===== src/rtl/adc_cmd_pkg.sv =====
package adc_cmd_pkg;

  typedef enum logic [2:0] {
    MC_EXT_CLK  = 3'b000,
    MC_EXT_ACQ  = 3'b001,
    MC_INT_CLK  = 3'b010,
    MC_SPARE_A  = 3'b011,
    MC_DEFAULTS = 3'b100,
    MC_SPARE_B  = 3'b101,
    MC_PART_PD  = 3'b110,
    MC_FULL_PD  = 3'b111
  } mode_code_e;

  typedef enum logic [1:0] {
    SQ_IDLE,
    SQ_WAIT_EDGE,
    SQ_ACQUIRE,
    SQ_CONVERT
  } seq_state_e;

  typedef struct packed {
    logic [2:0] range;
    logic       diff;
  } ch_cfg_t;

  localparam logic [3:0] MODE_WORD_TAIL = 4'b1000;

endpackage


===== src/rtl/adc_in_sync.sv =====
module adc_in_sync #(
  parameter int          W       = 3,
  parameter logic [W-1:0] RST_VAL = '0
) (
  input  logic         clk,
  input  logic         rst_n,
  input  logic [W-1:0] async_i,
  output logic [W-1:0] sync_o
);

  logic [W-1:0] meta_q;
  logic [W-1:0] sync_q;

  always_ff @(posedge clk or negedge rst_n) begin
    if (!rst_n) begin
      meta_q <= RST_VAL;
      sync_q <= RST_VAL;
    end else begin
      meta_q <= async_i;
      sync_q <= meta_q;
    end
  end

  assign sync_o = sync_q;

endmodule


===== src/rtl/adc_word_rx.sv =====
module adc_word_rx #(
  parameter int WORD_BITS = 8
) (
  input  logic                 clk,
  input  logic                 rst_n,
  input  logic                 cs_high_i,
  input  logic                 sclk_rise_i,
  input  logic                 din_i,
  output logic                 start_o,
  output logic                 word_vld_o,
  output logic [WORD_BITS-1:0] word_o
);

  localparam int CW = $clog2(WORD_BITS);
  localparam logic [CW-1:0] LAST_IDX = CW'(WORD_BITS - 1);

  logic                 busy_q, busy_d;
  logic [CW-1:0]        cnt_q, cnt_d;
  logic [WORD_BITS-2:0] shift_q, shift_d;
  logic                 start_q, start_d;
  logic                 vld_q, vld_d;
  logic [WORD_BITS-1:0] word_q, word_d;

  always_comb begin
    busy_d  = busy_q;
    cnt_d   = cnt_q;
    shift_d = shift_q;
    word_d  = word_q;
    start_d = 1'b0;
    vld_d   = 1'b0;
    if (cs_high_i) begin
      busy_d = 1'b0;
      cnt_d  = '0;
    end else if (sclk_rise_i) begin
      if (!busy_q) begin
        if (din_i) begin
          busy_d  = 1'b1;
          cnt_d   = CW'(1);
          shift_d = {{(WORD_BITS-2){1'b0}}, 1'b1};
          start_d = 1'b1;
        end
      end else begin
        shift_d = {shift_q[WORD_BITS-3:0], din_i};
        if (cnt_q == LAST_IDX) begin
          word_d = {shift_q, din_i};
          vld_d  = 1'b1;
          busy_d = 1'b0;
          cnt_d  = '0;
        end else begin
          cnt_d = cnt_q + CW'(1);
        end
      end
    end
  end

  always_ff @(posedge clk or negedge rst_n) begin
    if (!rst_n) begin
      busy_q  <= 1'b0;
      cnt_q   <= '0;
      shift_q <= '0;
      word_q  <= '0;
      start_q <= 1'b0;
      vld_q   <= 1'b0;
    end else begin
      busy_q  <= busy_d;
      cnt_q   <= cnt_d;
      shift_q <= shift_d;
      word_q  <= word_d;
      start_q <= start_d;
      vld_q   <= vld_d;
    end
  end

  assign start_o    = start_q;
  assign word_vld_o = vld_q;
  assign word_o     = word_q;

endmodule


===== src/rtl/adc_iclk_gen.sv =====
module adc_iclk_gen #(
  parameter int START_DLY = 25,
  parameter int DIV       = 22
) (
  input  logic clk,
  input  logic rst_n,
  input  logic en_i,
  output logic tick_o
);

  localparam int MAXC = (START_DLY > DIV) ? START_DLY : DIV;
  localparam int CW   = $clog2(MAXC + 1);
  localparam logic [CW-1:0] DLY_LAST = CW'(START_DLY - 1);
  localparam logic [CW-1:0] DIV_LAST = CW'(DIV - 1);

  logic          run_q, run_d;
  logic [CW-1:0] cnt_q, cnt_d;
  logic          tick_q, tick_d;

  always_comb begin
    run_d  = run_q;
    cnt_d  = cnt_q;
    tick_d = 1'b0;
    if (!en_i) begin
      run_d = 1'b0;
      cnt_d = '0;
    end else if (!run_q) begin
      if (cnt_q == DLY_LAST) begin
        run_d = 1'b1;
        cnt_d = '0;
      end else begin
        cnt_d = cnt_q + CW'(1);
      end
    end else if (cnt_q == DIV_LAST) begin
      tick_d = 1'b1;
      cnt_d  = '0;
    end else begin
      cnt_d = cnt_q + CW'(1);
    end
  end

  always_ff @(posedge clk or negedge rst_n) begin
    if (!rst_n) begin
      run_q  <= 1'b0;
      cnt_q  <= '0;
      tick_q <= 1'b0;
    end else begin
      run_q  <= run_d;
      cnt_q  <= cnt_d;
      tick_q <= tick_d;
    end
  end

  assign tick_o = tick_q;

endmodule


===== src/rtl/adc_conv_seq.sv =====
module adc_conv_seq
  import adc_cmd_pkg::*;
#(
  parameter int EXTCLK_FALLS = 8,
  parameter int EXTACQ_FALLS = 16,
  parameter int INTCLK_FALLS = 8,
  parameter int ACQ_TICKS    = 11,
  parameter int CONV_TICKS   = 16
) (
  input  logic       clk,
  input  logic       rst_n,
  input  mode_code_e mode_i,
  input  logic       go_i,
  input  logic       abort_i,
  input  logic       start_i,
  input  logic       cs_high_i,
  input  logic       cs_rise_i,
  input  logic       sclk_fall_i,
  input  logic       tick_i,
  output logic       sample_o,
  output logic       done_o,
  output logic       iclk_en_o
);

  localparam int MAXF = (EXTACQ_FALLS > INTCLK_FALLS) ?
                        ((EXTACQ_FALLS > EXTCLK_FALLS) ? EXTACQ_FALLS : EXTCLK_FALLS) :
                        ((INTCLK_FALLS > EXTCLK_FALLS) ? INTCLK_FALLS : EXTCLK_FALLS);
  localparam int FW   = $clog2(MAXF + 1);
  localparam int MAXT = (ACQ_TICKS > CONV_TICKS) ? ACQ_TICKS : CONV_TICKS;
  localparam int TW   = $clog2(MAXT + 1);
  localparam logic [FW-1:0] F_EXTCLK = FW'(EXTCLK_FALLS);
  localparam logic [FW-1:0] F_EXTACQ = FW'(EXTACQ_FALLS);
  localparam logic [FW-1:0] F_INTCLK = FW'(INTCLK_FALLS);
  localparam logic [TW-1:0] T_ACQ    = TW'(ACQ_TICKS);
  localparam logic [TW-1:0] T_CONV   = TW'(CONV_TICKS);

  seq_state_e    state_q, state_d;
  logic [FW-1:0] fcnt_q, fcnt_d;
  logic [TW-1:0] tcnt_q, tcnt_d;
  logic          sample_q, sample_d;
  logic          done_q, done_d;
  logic [FW-1:0] fcnt_nx;
  logic [TW-1:0] tcnt_nx;
  logic [FW-1:0] target;
  logic          fall_hit;

  assign fcnt_nx = fcnt_q + FW'(1);
  assign tcnt_nx = tcnt_q + TW'(1);

  always_comb begin
    case (mode_i)
      MC_EXT_ACQ: target = F_EXTACQ;
      MC_INT_CLK: target = F_INTCLK;
      default:    target = F_EXTCLK;
    endcase
  end

  assign fall_hit = sclk_fall_i && !cs_high_i && (fcnt_nx == target);

  // Falling-edge count since the latest start bit, saturating.
  always_comb begin
    fcnt_d = fcnt_q;
    if (start_i) begin
      fcnt_d = '0;
    end else if (sclk_fall_i && !cs_high_i && (fcnt_q != '1)) begin
      fcnt_d = fcnt_nx;
    end
  end

  always_comb begin
    state_d  = state_q;
    tcnt_d   = tcnt_q;
    sample_d = 1'b0;
    done_d   = 1'b0;
    if (abort_i) begin
      state_d = SQ_IDLE;
      tcnt_d  = '0;
    end else begin
      case (state_q)
        SQ_IDLE: begin
          if (go_i) state_d = SQ_WAIT_EDGE;
        end
        SQ_WAIT_EDGE: begin
          if (cs_rise_i) begin
            state_d = SQ_IDLE;
          end else if (fall_hit) begin
            tcnt_d = '0;
            case (mode_i)
              MC_EXT_ACQ: begin
                sample_d = 1'b1;
                state_d  = SQ_CONVERT;
              end
              MC_INT_CLK: state_d = SQ_ACQUIRE;
              default: begin
                sample_d = 1'b1;
                state_d  = SQ_IDLE;
              end
            endcase
          end
        end
        SQ_ACQUIRE: begin
          if (tick_i) begin
            if (tcnt_nx == T_ACQ) begin
              sample_d = 1'b1;
              tcnt_d   = '0;
              state_d  = SQ_CONVERT;
            end else begin
              tcnt_d = tcnt_nx;
            end
          end
        end
        SQ_CONVERT: begin
          if (tick_i) begin
            if (tcnt_nx == T_CONV) begin
              done_d  = 1'b1;
              tcnt_d  = '0;
              state_d = SQ_IDLE;
            end else begin
              tcnt_d = tcnt_nx;
            end
          end
        end
        default: state_d = SQ_IDLE;
      endcase
    end
  end

  always_ff @(posedge clk or negedge rst_n) begin
    if (!rst_n) begin
      state_q  <= SQ_IDLE;
      fcnt_q   <= '0;
      tcnt_q   <= '0;
      sample_q <= 1'b0;
      done_q   <= 1'b0;
    end else begin
      state_q  <= state_d;
      fcnt_q   <= fcnt_d;
      tcnt_q   <= tcnt_d;
      sample_q <= sample_d;
      done_q   <= done_d;
    end
  end

  assign sample_o  = sample_q;
  assign done_o    = done_q;
  assign iclk_en_o = (state_q == SQ_ACQUIRE) || (state_q == SQ_CONVERT);

endmodule


===== src/rtl/adc_cmd_ctrl.sv =====
module adc_cmd_ctrl
  import adc_cmd_pkg::*;
#(
  parameter int         N_CH       = 4,
  parameter int         RES_W      = 16,
  parameter int         ICLK_DLY   = 25,
  parameter int         ICLK_DIV   = 22,
  parameter int         CONV_TICKS = 16,
  parameter logic [2:0] DEF_RANGE  = 3'b001
) (
  input  logic              clk,
  input  logic              rst_n,
  input  logic              cs_n_i,
  input  logic              sclk_i,
  input  logic              din_i,
  input  logic [RES_W-1:0]  result_i,
  output logic              dout_o,
  output logic              sstrb_o,
  output logic              sample_o,
  output logic              iclk_o,
  output logic [2:0]        mode_o,
  output logic              part_pd_o,
  output logic              full_pd_o,
  output logic [3*N_CH-1:0] cfg_range_o,
  output logic [N_CH-1:0]   cfg_diff_o
);

  localparam int WORD_BITS = 8;
  localparam ch_cfg_t CFG_DEFAULT = '{range: DEF_RANGE, diff: 1'b0};

  // Reset: asserted asynchronously, released on a clock edge.
  logic rst_meta_q, rst_sync_q, rst_ni;
  always_ff @(posedge clk or negedge rst_n) begin
    if (!rst_n) begin
      rst_meta_q <= 1'b0;
      rst_sync_q <= 1'b0;
    end else begin
      rst_meta_q <= 1'b1;
      rst_sync_q <= rst_meta_q;
    end
  end
  assign rst_ni = rst_sync_q;

  // Serial inputs into the clock domain, then edge detection.
  logic [2:0] pins_s;
  logic       cs_s, sclk_s, din_s;
  logic       cs_q, sclk_q;
  logic       sclk_rise, sclk_fall, cs_rise;

  adc_in_sync #(.W(3), .RST_VAL(3'b100)) i_sync (
    .clk    (clk),
    .rst_n  (rst_ni),
    .async_i({cs_n_i, sclk_i, din_i}),
    .sync_o (pins_s)
  );
  assign {cs_s, sclk_s, din_s} = pins_s;

  always_ff @(posedge clk or negedge rst_ni) begin
    if (!rst_ni) begin
      cs_q   <= 1'b1;
      sclk_q <= 1'b0;
    end else begin
      cs_q   <= cs_s;
      sclk_q <= sclk_s;
    end
  end
  assign sclk_rise = sclk_s & ~sclk_q;
  assign sclk_fall = ~sclk_s & sclk_q;
  assign cs_rise   = cs_s & ~cs_q;

  // Word receiver
  logic                 start_p, word_vld;
  logic [WORD_BITS-1:0] word;

  adc_word_rx #(.WORD_BITS(WORD_BITS)) i_rx (
    .clk        (clk),
    .rst_n      (rst_ni),
    .cs_high_i  (cs_s),
    .sclk_rise_i(sclk_rise),
    .din_i      (din_s),
    .start_o    (start_p),
    .word_vld_o (word_vld),
    .word_o     (word)
  );

  // Decode
  logic       is_mode, is_cfg, mode_act;
  mode_code_e mcode;
  logic [2:0] sel;

  assign mcode   = mode_code_e'(word[6:4]);
  assign sel     = word[6:4];
  assign is_mode = word_vld && word[7] && (word[3:0] == MODE_WORD_TAIL);
  assign is_cfg  = word_vld && word[7] && (word[3:0] != MODE_WORD_TAIL);
  assign mode_act = is_mode && (mcode != MC_SPARE_A) && (mcode != MC_SPARE_B);

  // Mode and power state
  mode_code_e mode_q, mode_d;
  logic       ppd_q, ppd_d, fpd_q, fpd_d;
  logic       cfg_restore;

  always_comb begin
    mode_d      = mode_q;
    ppd_d       = ppd_q;
    fpd_d       = fpd_q;
    cfg_restore = 1'b0;
    if (is_mode) begin
      case (mcode)
        MC_EXT_CLK, MC_EXT_ACQ, MC_INT_CLK: begin
          mode_d = mcode;
          ppd_d  = 1'b0;
          fpd_d  = 1'b0;
        end
        MC_DEFAULTS: begin
          mode_d      = MC_EXT_CLK;
          ppd_d       = 1'b0;
          fpd_d       = 1'b0;
          cfg_restore = 1'b1;
        end
        MC_PART_PD: begin
          ppd_d = 1'b1;
          fpd_d = 1'b0;
        end
        MC_FULL_PD: begin
          ppd_d = 1'b0;
          fpd_d = 1'b1;
        end
        default: ;
      endcase
    end
  end

  always_ff @(posedge clk or negedge rst_ni) begin
    if (!rst_ni) begin
      mode_q <= MC_EXT_CLK;
      ppd_q  <= 1'b0;
      fpd_q  <= 1'b0;
    end else begin
      mode_q <= mode_d;
      ppd_q  <= ppd_d;
      fpd_q  <= fpd_d;
    end
  end

  // Per-channel setup registers
  for (genvar g = 0; g < N_CH; g++) begin : g_ch
    ch_cfg_t cfg_q, cfg_d;
    logic    we;
    assign we = is_cfg && (sel == 3'(g));

    always_comb begin
      cfg_d = cfg_q;
      if (cfg_restore) begin
        cfg_d = CFG_DEFAULT;
      end else if (we) begin
        cfg_d = '{range: word[3:1], diff: word[0]};
      end
    end

    always_ff @(posedge clk or negedge rst_ni) begin
      if (!rst_ni) cfg_q <= CFG_DEFAULT;
      else         cfg_q <= cfg_d;
    end

    assign cfg_range_o[3*g +: 3] = cfg_q.range;
    assign cfg_diff_o[g]         = cfg_q.diff;
  end

  // Sequencer and internal clock
  logic go, tick, iclk_en, smp, conv_done;

  assign go = is_cfg && !ppd_q && !fpd_q;

  adc_iclk_gen #(.START_DLY(ICLK_DLY), .DIV(ICLK_DIV)) i_iclk (
    .clk   (clk),
    .rst_n (rst_ni),
    .en_i  (iclk_en),
    .tick_o(tick)
  );

  adc_conv_seq #(.CONV_TICKS(CONV_TICKS)) i_seq (
    .clk        (clk),
    .rst_n      (rst_ni),
    .mode_i     (mode_q),
    .go_i       (go),
    .abort_i    (mode_act),
    .start_i    (start_p),
    .cs_high_i  (cs_s),
    .cs_rise_i  (cs_rise),
    .sclk_fall_i(sclk_fall),
    .tick_i     (tick),
    .sample_o   (smp),
    .done_o     (conv_done),
    .iclk_en_o  (iclk_en)
  );

  // End-of-conversion strobe and first output bit
  logic sstrb_q, sstrb_d, dbit_q, dbit_d;

  always_comb begin
    sstrb_d = sstrb_q;
    dbit_d  = dbit_q;
    if (is_mode) begin
      sstrb_d = 1'b0;
    end else if (conv_done) begin
      sstrb_d = 1'b1;
      dbit_d  = result_i[RES_W-1];
    end else if (start_p) begin
      sstrb_d = 1'b0;
    end
  end

  always_ff @(posedge clk or negedge rst_ni) begin
    if (!rst_ni) begin
      sstrb_q <= 1'b0;
      dbit_q  <= 1'b0;
    end else begin
      sstrb_q <= sstrb_d;
      dbit_q  <= dbit_d;
    end
  end

  assign sstrb_o   = sstrb_q;
  assign dout_o    = dbit_q;
  assign sample_o  = smp;
  assign iclk_o    = tick;
  assign mode_o    = mode_q;
  assign part_pd_o = ppd_q;
  assign full_pd_o = fpd_q;

endmodule


===== config.mk =====
export PLATFORM = sky130hd
export DESIGN_NAME = adc_cmd_ctrl
export DESIGN_NICKNAME = d
export VERILOG_FILES = /design/src/rtl/adc_cmd_pkg.sv /design/src/rtl/adc_in_sync.sv /design/src/rtl/adc_word_rx.sv /design/src/rtl/adc_iclk_gen.sv /design/src/rtl/adc_conv_seq.sv /design/src/rtl/adc_cmd_ctrl.sv
export SDC_FILE = /design/constraint.sdc
export NUM_CORES = 1
export LEC_CHECK = 0
export BUFFER_PORTS_ARGS = -buffer_cell sky130_fd_sc_hd__buf_2
export CORE_MARGIN = 4
export CORE_UTILIZATION = 45
export DETAILED_ROUTE_END_ITERATION = 7
export PLACE_DENSITY = 0.72
export SYNTH_ARGS = -nofsm -noshare
export SYNTH_HDL_FRONTEND = slang
export SYNTH_SLANG_ARGS = --single-unit

===== constraint.sdc =====
create_clock -name clk -period 5.14 [get_ports clk]
set_clock_uncertainty 0.1 [all_clocks]
set_input_delay 0.257 -clock clk [delete_from_list [all_inputs] [get_ports clk]]
set_output_delay 0.257 -clock clk [all_outputs]
set_load 0.01 [all_outputs]

Word-level counts from Yosys, hierarchy flattened
Cells that the tools add are included.
- multiplexer cells: 77
- bitwise operators: 8
- reductions and logical operators: 45
- add/sub/neg operators: 4
- eq/ne operators: 30
- operators by type and width (cell ; number):
    $mux W5 ; 14
    $mux W1 ; 33
    $mux W4 ; 8
    $reduce_bool A2 Y1 ; 10
    $mux W2 ; 8
    $add A5 B1 Y5 const B ; 3
    $eq A5 B5 Y1 const B ; 3
    $mux W3 ; 5
    $ne A3 B2 Y1 const B ; 5
    $pmux W5 S3 ; 1
    $logic_and A1 B1 Y1 ; 14
    $mux W7 ; 2
    $eq A3 B3 Y1 const B ; 4
    $reduce_and A2 Y1 ; 5
    $reduce_or A5 Y1 ; 2
    $eq A3 B2 Y1 const B ; 3
    $ne A3 B1 Y1 const B ; 3
    $pmux W2 S4 ; 1
    $eq A3 B1 Y1 const B ; 2
    $pmux W1 S2 ; 3
    $pmux W3 S2 ; 1
    $reduce_and A6 Y1 ; 1
    $reduce_bool A3 Y1 ; 2
    $eq A5 B4 Y1 const B ; 1
    other kinds (21) ; 30
- bits in registers: 75
- output and inout bits: 25
- word-level logic and storage cells: 197
- input port bits: 21

Logic depth before layout (Yosys ltp)
- word-level depth: 8
- gate-level depth with buffers: 9
- gate-level depth less buffers: 8

Modules after synthesis
Synthesis repeated with hierarchy kept, for this count alone.
- cells, all modules: 345
- area, all modules: 3808.7 um2
- by module, submodules not included (module ; instances ; area an instance (um2) ; cells each ; sequential area each (um2)):
    adc_cmd_ctrl ; 1 ; 1298.7 ; 123 ; 681.9
    adc_conv_seq ; 1 ; 1131.1 ; 118 ; 350.3
    adc_word_rx ; 1 ; 868.3 ; 63 ; 525.5
    adc_iclk_gen ; 1 ; 357.8 ; 35 ; 175.2
    adc_in_sync ; 1 ; 152.6 ; 6 ; 152.6

Worst setup path after synthesis
OpenSTA, ideal clock, no wires.
- path type: register to register
- start: register i_seq.fcnt_q[0]
- end: register i_seq.tcnt_q[0]
- data required time: 4918 ps
- cell stages (with the launch flop): 9
- clock period less this slack: 2353 ps
- library setup time: 122 ps
- setup slack: 2787 ps
- path buffers: 0
- arrival time: 2131 ps
- cells stage by stage: dfrtp_1 ha_1 and3_1 ha_1 nor2_1 mux2i_1 o32ai_4 nand2_1 a32o_1
- longest elaborated chain between the ends: 5
- RTL lines (element ; RTL line ; text):
    start: declaration ; adc_conv_seq.sv:38 ; logic [FW-1:0] fcnt_q, fcnt_d;
    start signal: assignment ; adc_conv_seq.sv:137 ; fcnt_q <= fcnt_d;
    $add A5 B1 Y5 ; adc_conv_seq.sv:47 ; assign fcnt_nx = fcnt_q + FW'(1);
    $eq A5 B5 Y1 ; adc_conv_seq.sv:58 ; assign fall_hit = sclk_fall_i && !cs_high_i && (fcnt_nx == target);
    $logic_and A1 B1 Y1 ; adc_conv_seq.sv:58 ;
    $ne A3 B1 Y1 (no line) ; -- ;
    $reduce_and A5 Y1 (no line) ; -- ;
    end signal: assignment ; adc_conv_seq.sv:138 ; tcnt_q <= tcnt_d;
    end: declaration ; adc_conv_seq.sv:39 ; logic [TW-1:0] tcnt_q, tcnt_d;
Every way passes these cells.
A chain may end at the register's enable or synchronous reset.

Worst setup path after layout
Same ends and word-level chain as after synthesis.

==> results.md <==
- Fin. Hold Viols: 0
- Initial antenna violation count: 0
- Final core utilization: 52.64%
- Largest family of logic cells by synthesized area: simple AND/OR/NAND/NOR gates
- DRC Markers: 0
- Commonest non-fill, non-tap cell in the layout: dfrtp_1
- Inserted Clock Buffers: 9
- Leak: 1.908 nW
- CTS clock-pin slew for the worst setup and hold paths: 0.08 ns
- Setup crit start kind: flop
- Grt ovf: 0
- Initial Util: 46.38%
- Avg Cell Area, Syn: 11.08 sq um
- Reg-to-Reg Start: i_seq.fcnt_q[0]
- Multiplexer share of the synthesized area: 5.835%
- PwrDens: 281.7 nW/um^2
- Final period utilization: 51.11%
- CP max stage delay: 0.47 ns
- CTS Hold Buffers Added: 4
- Yosys cell types: 57
- H-tree levels: 3
- Synth Instances: 325
- Leading area contributor after synthesis: dfrtp_1
- Yosys warnings: 0
- CTS Buffer Depth: 2
- #FFs+latches synth: 75
- Max-cap violations: 0
- DPL Wire Length: 4635 microns
- Die height: 97.47 microns
- Largest net degree at the start of global routing: 74
- GRT Total Usage: 15.32%
- Peak supply drop: 114.7 uV
- Clock Root Buffer: clkbuf_8
- Max-slew violation count: 0
- Sequential cell area fraction in the yosys report: 52.34%
- Wire length per cell: 14.47 microns
- Vias in the first global route: 2554
- # Post-CTS Setup Buffers: 0
- Worst Tran Pin Value: 0.8984 ns
- Worst setup startpoint: i_seq.fcnt_q[0]
- Inserted Diodes: 0
- Post_cts resized: 0
- Vias per inst: 5.532
- Ys async rst share: 100.0%
- Synth Area in Compound Gates: 13.37%
- Relative slew margins: 40.11%
- Worst setup slack after layout: 2.513 ns
- Hold WS: 0.05169 ns
- Status: finished, final reports clean
- Post-synth EDFFs: 0
- Crit Path Category: reg2reg
- Syn nets: 360
- Max frequency: 380.7 MHz
- # setup viols final: 0
- Core area: 7767 sq um
- Ports: 46
- DRT Pass-1 Iters: 4
- Routability cong.: 0.8444
- Rows: 32
- Horiz. Die Dim: 97.47 microns
- Final net count: 396
- Post-route antenna net violation count: 0
- Post-Route WL: 6773 microns
- Setup slack after placement: 2.562 ns
- Area growth syn-to-layout: 13.51%
- Hold wc startpoint: result_i[15]
- Post-Synth Adder-Cell Area: 5.141%
- Ys flop type: dfrtp_1
- RSZ-0062 raised after global routing: false
- Share of cells above drive strength 1: 20.22%
- Area contributors post-synth: dfrtp_1, dfstp_2, ha_1, a22o_1, nand2_1
- Fraction of the mapped netlist area in simple logic gates: 17.51%
- Hold Crit Class: in2reg
- Port bufs: 30
- 1st-iter DRT viols: 115
- WP data arrival: 2.77 ns
- Cell Chain, Critical Path: ha_1, and3_1, ha_1, nor2_1, mux2i_1, o32ai_4, nand2_1, a32o_1
- Post-layout min period: 2.627 ns
- Top cell type's share of synthesized area: 47.24%
- Via Count: 2589
- CP max stage cell: o32ai_4
- Clk_lat worst skew: 0.35 ns
- Synthesized area: 3602 sq um
- CP endpoint kind: flop
- Worst EP required: 5.28 ns
- Most used cell along the critical path: ha_1
- TritonCTS clock tree: done
- Die Area: 9500 sq um
- Clk sinks: 75
- Setup TNS: 0 ns
- CP Max Fanout: 7
- XOR/XNOR Fraction of Synth Area: 3.404%
- Most frequent cells in the layout: dfrtp_1, nand2_1, nor2_1, buf_2, a22o_1
- Global-route wire length before repair: 12030 microns
critical path, delay by kind of cell, from the launching register on:
family          cells  cell delay [ns]
flops               1             0.42
simple gates        3             0.46
compound gates      2             0.76
fa+ha+maj           2             0.57
mux                 1             0.20
per-layer routing:
metal / GRT usage (%) / up-vias / wire length (microns) / part of all wire (%)
met1: 20.56 / 1294 / 3154 / 47
met4: 5.538 / 0 / 107 / 1.6
met3: 3.733 / 10 / 288 / 4.3
met2: 24.20 / 55 / 3223 / 48
li1: - / 1230 / - / -
met5: 0 / - / 0 / 0
cell families after synthesis:
| group | after synthesis |
|---|---|
| AO/OA/AOI/OAI | 63 |
| buffers and inverters | 21 |
| multiplexers | 20 |
| adder cells (fa/ha/maj) | 15 |
| XOR/XNOR | 14 |
| AND/OR/NAND/NOR | 116 |
| flip-flops | 75 |
| other | 1 |
final cells by class:
class	instances	area, sq um
Clock inverter	6	63.81
Timing Repair Buffer	35	197.7
Sequential cell	75	1887
Multi-Input combinational cell	229	1634
Clock buffer	10	137.6
Inverter	11	41.29
Tap cell	102	127.6
Fill cell	696	3679
registers in the layout, indices dropped and copies added (netlist names), 4 cells and up:
signal / flops
cfg_diff_o: 4
cfg_range_o: 12
i_iclk.cnt_q: 5
i_rx.shift_q: 7
i_rx.word_o: 8
i_seq.fcnt_q: 5
i_seq.tcnt_q: 5
synth_stat cells, drive strengths merged (3+ instances only):
master  instances
buf             3
nor2b           5
and3            5
nand2          36
nor2           32
nor4b           6
mux2i          12
xor2            7
and2            3
a22o           17
a21oi           8
nand3           8
a21o            3
dfstp           7
ha             14
dfrtp          68
nor3            5
mux2            8
clkbuf          7
o21ai          14
xnor2           7
nand2b          4
inv            11
per-stage QoR:
stage,cell area (sq um),std cells,total power [W]
6_report,4089,468,0.001152
5_1_grt,4089,468,0.001205
4_1_cts,4089,468,0.001168
3_5_place_dp,3847,448,0.0007050
3_3_place_gp,3847,448,0.0007002
2_1_floorplan,3602,325,0.0006867
report_power, final:
part,switching [W],leakage (nW),internal (W)
combinational,0.0000368,0.815,0.0000276
sequential,0.0000196,0.994,0.000611
clock,0.000220,0.0987,0.000237
total,0.000277,1.91,0.000875
worst paths after layout:
path	endpoint	slack [ns]	cells past startpoint
max in group asynchronous	dout_o	3.98	1
min in group asynchronous	rst_meta_q	0.12	2
min	dout_o	0.05	2
max	i_seq.tcnt_q[0]	2.51	8
min reg2reg	rst_ni	0.25	0
max reg2reg	i_seq.tcnt_q[0]	2.51	8
(Power assumes the default switching activity.)
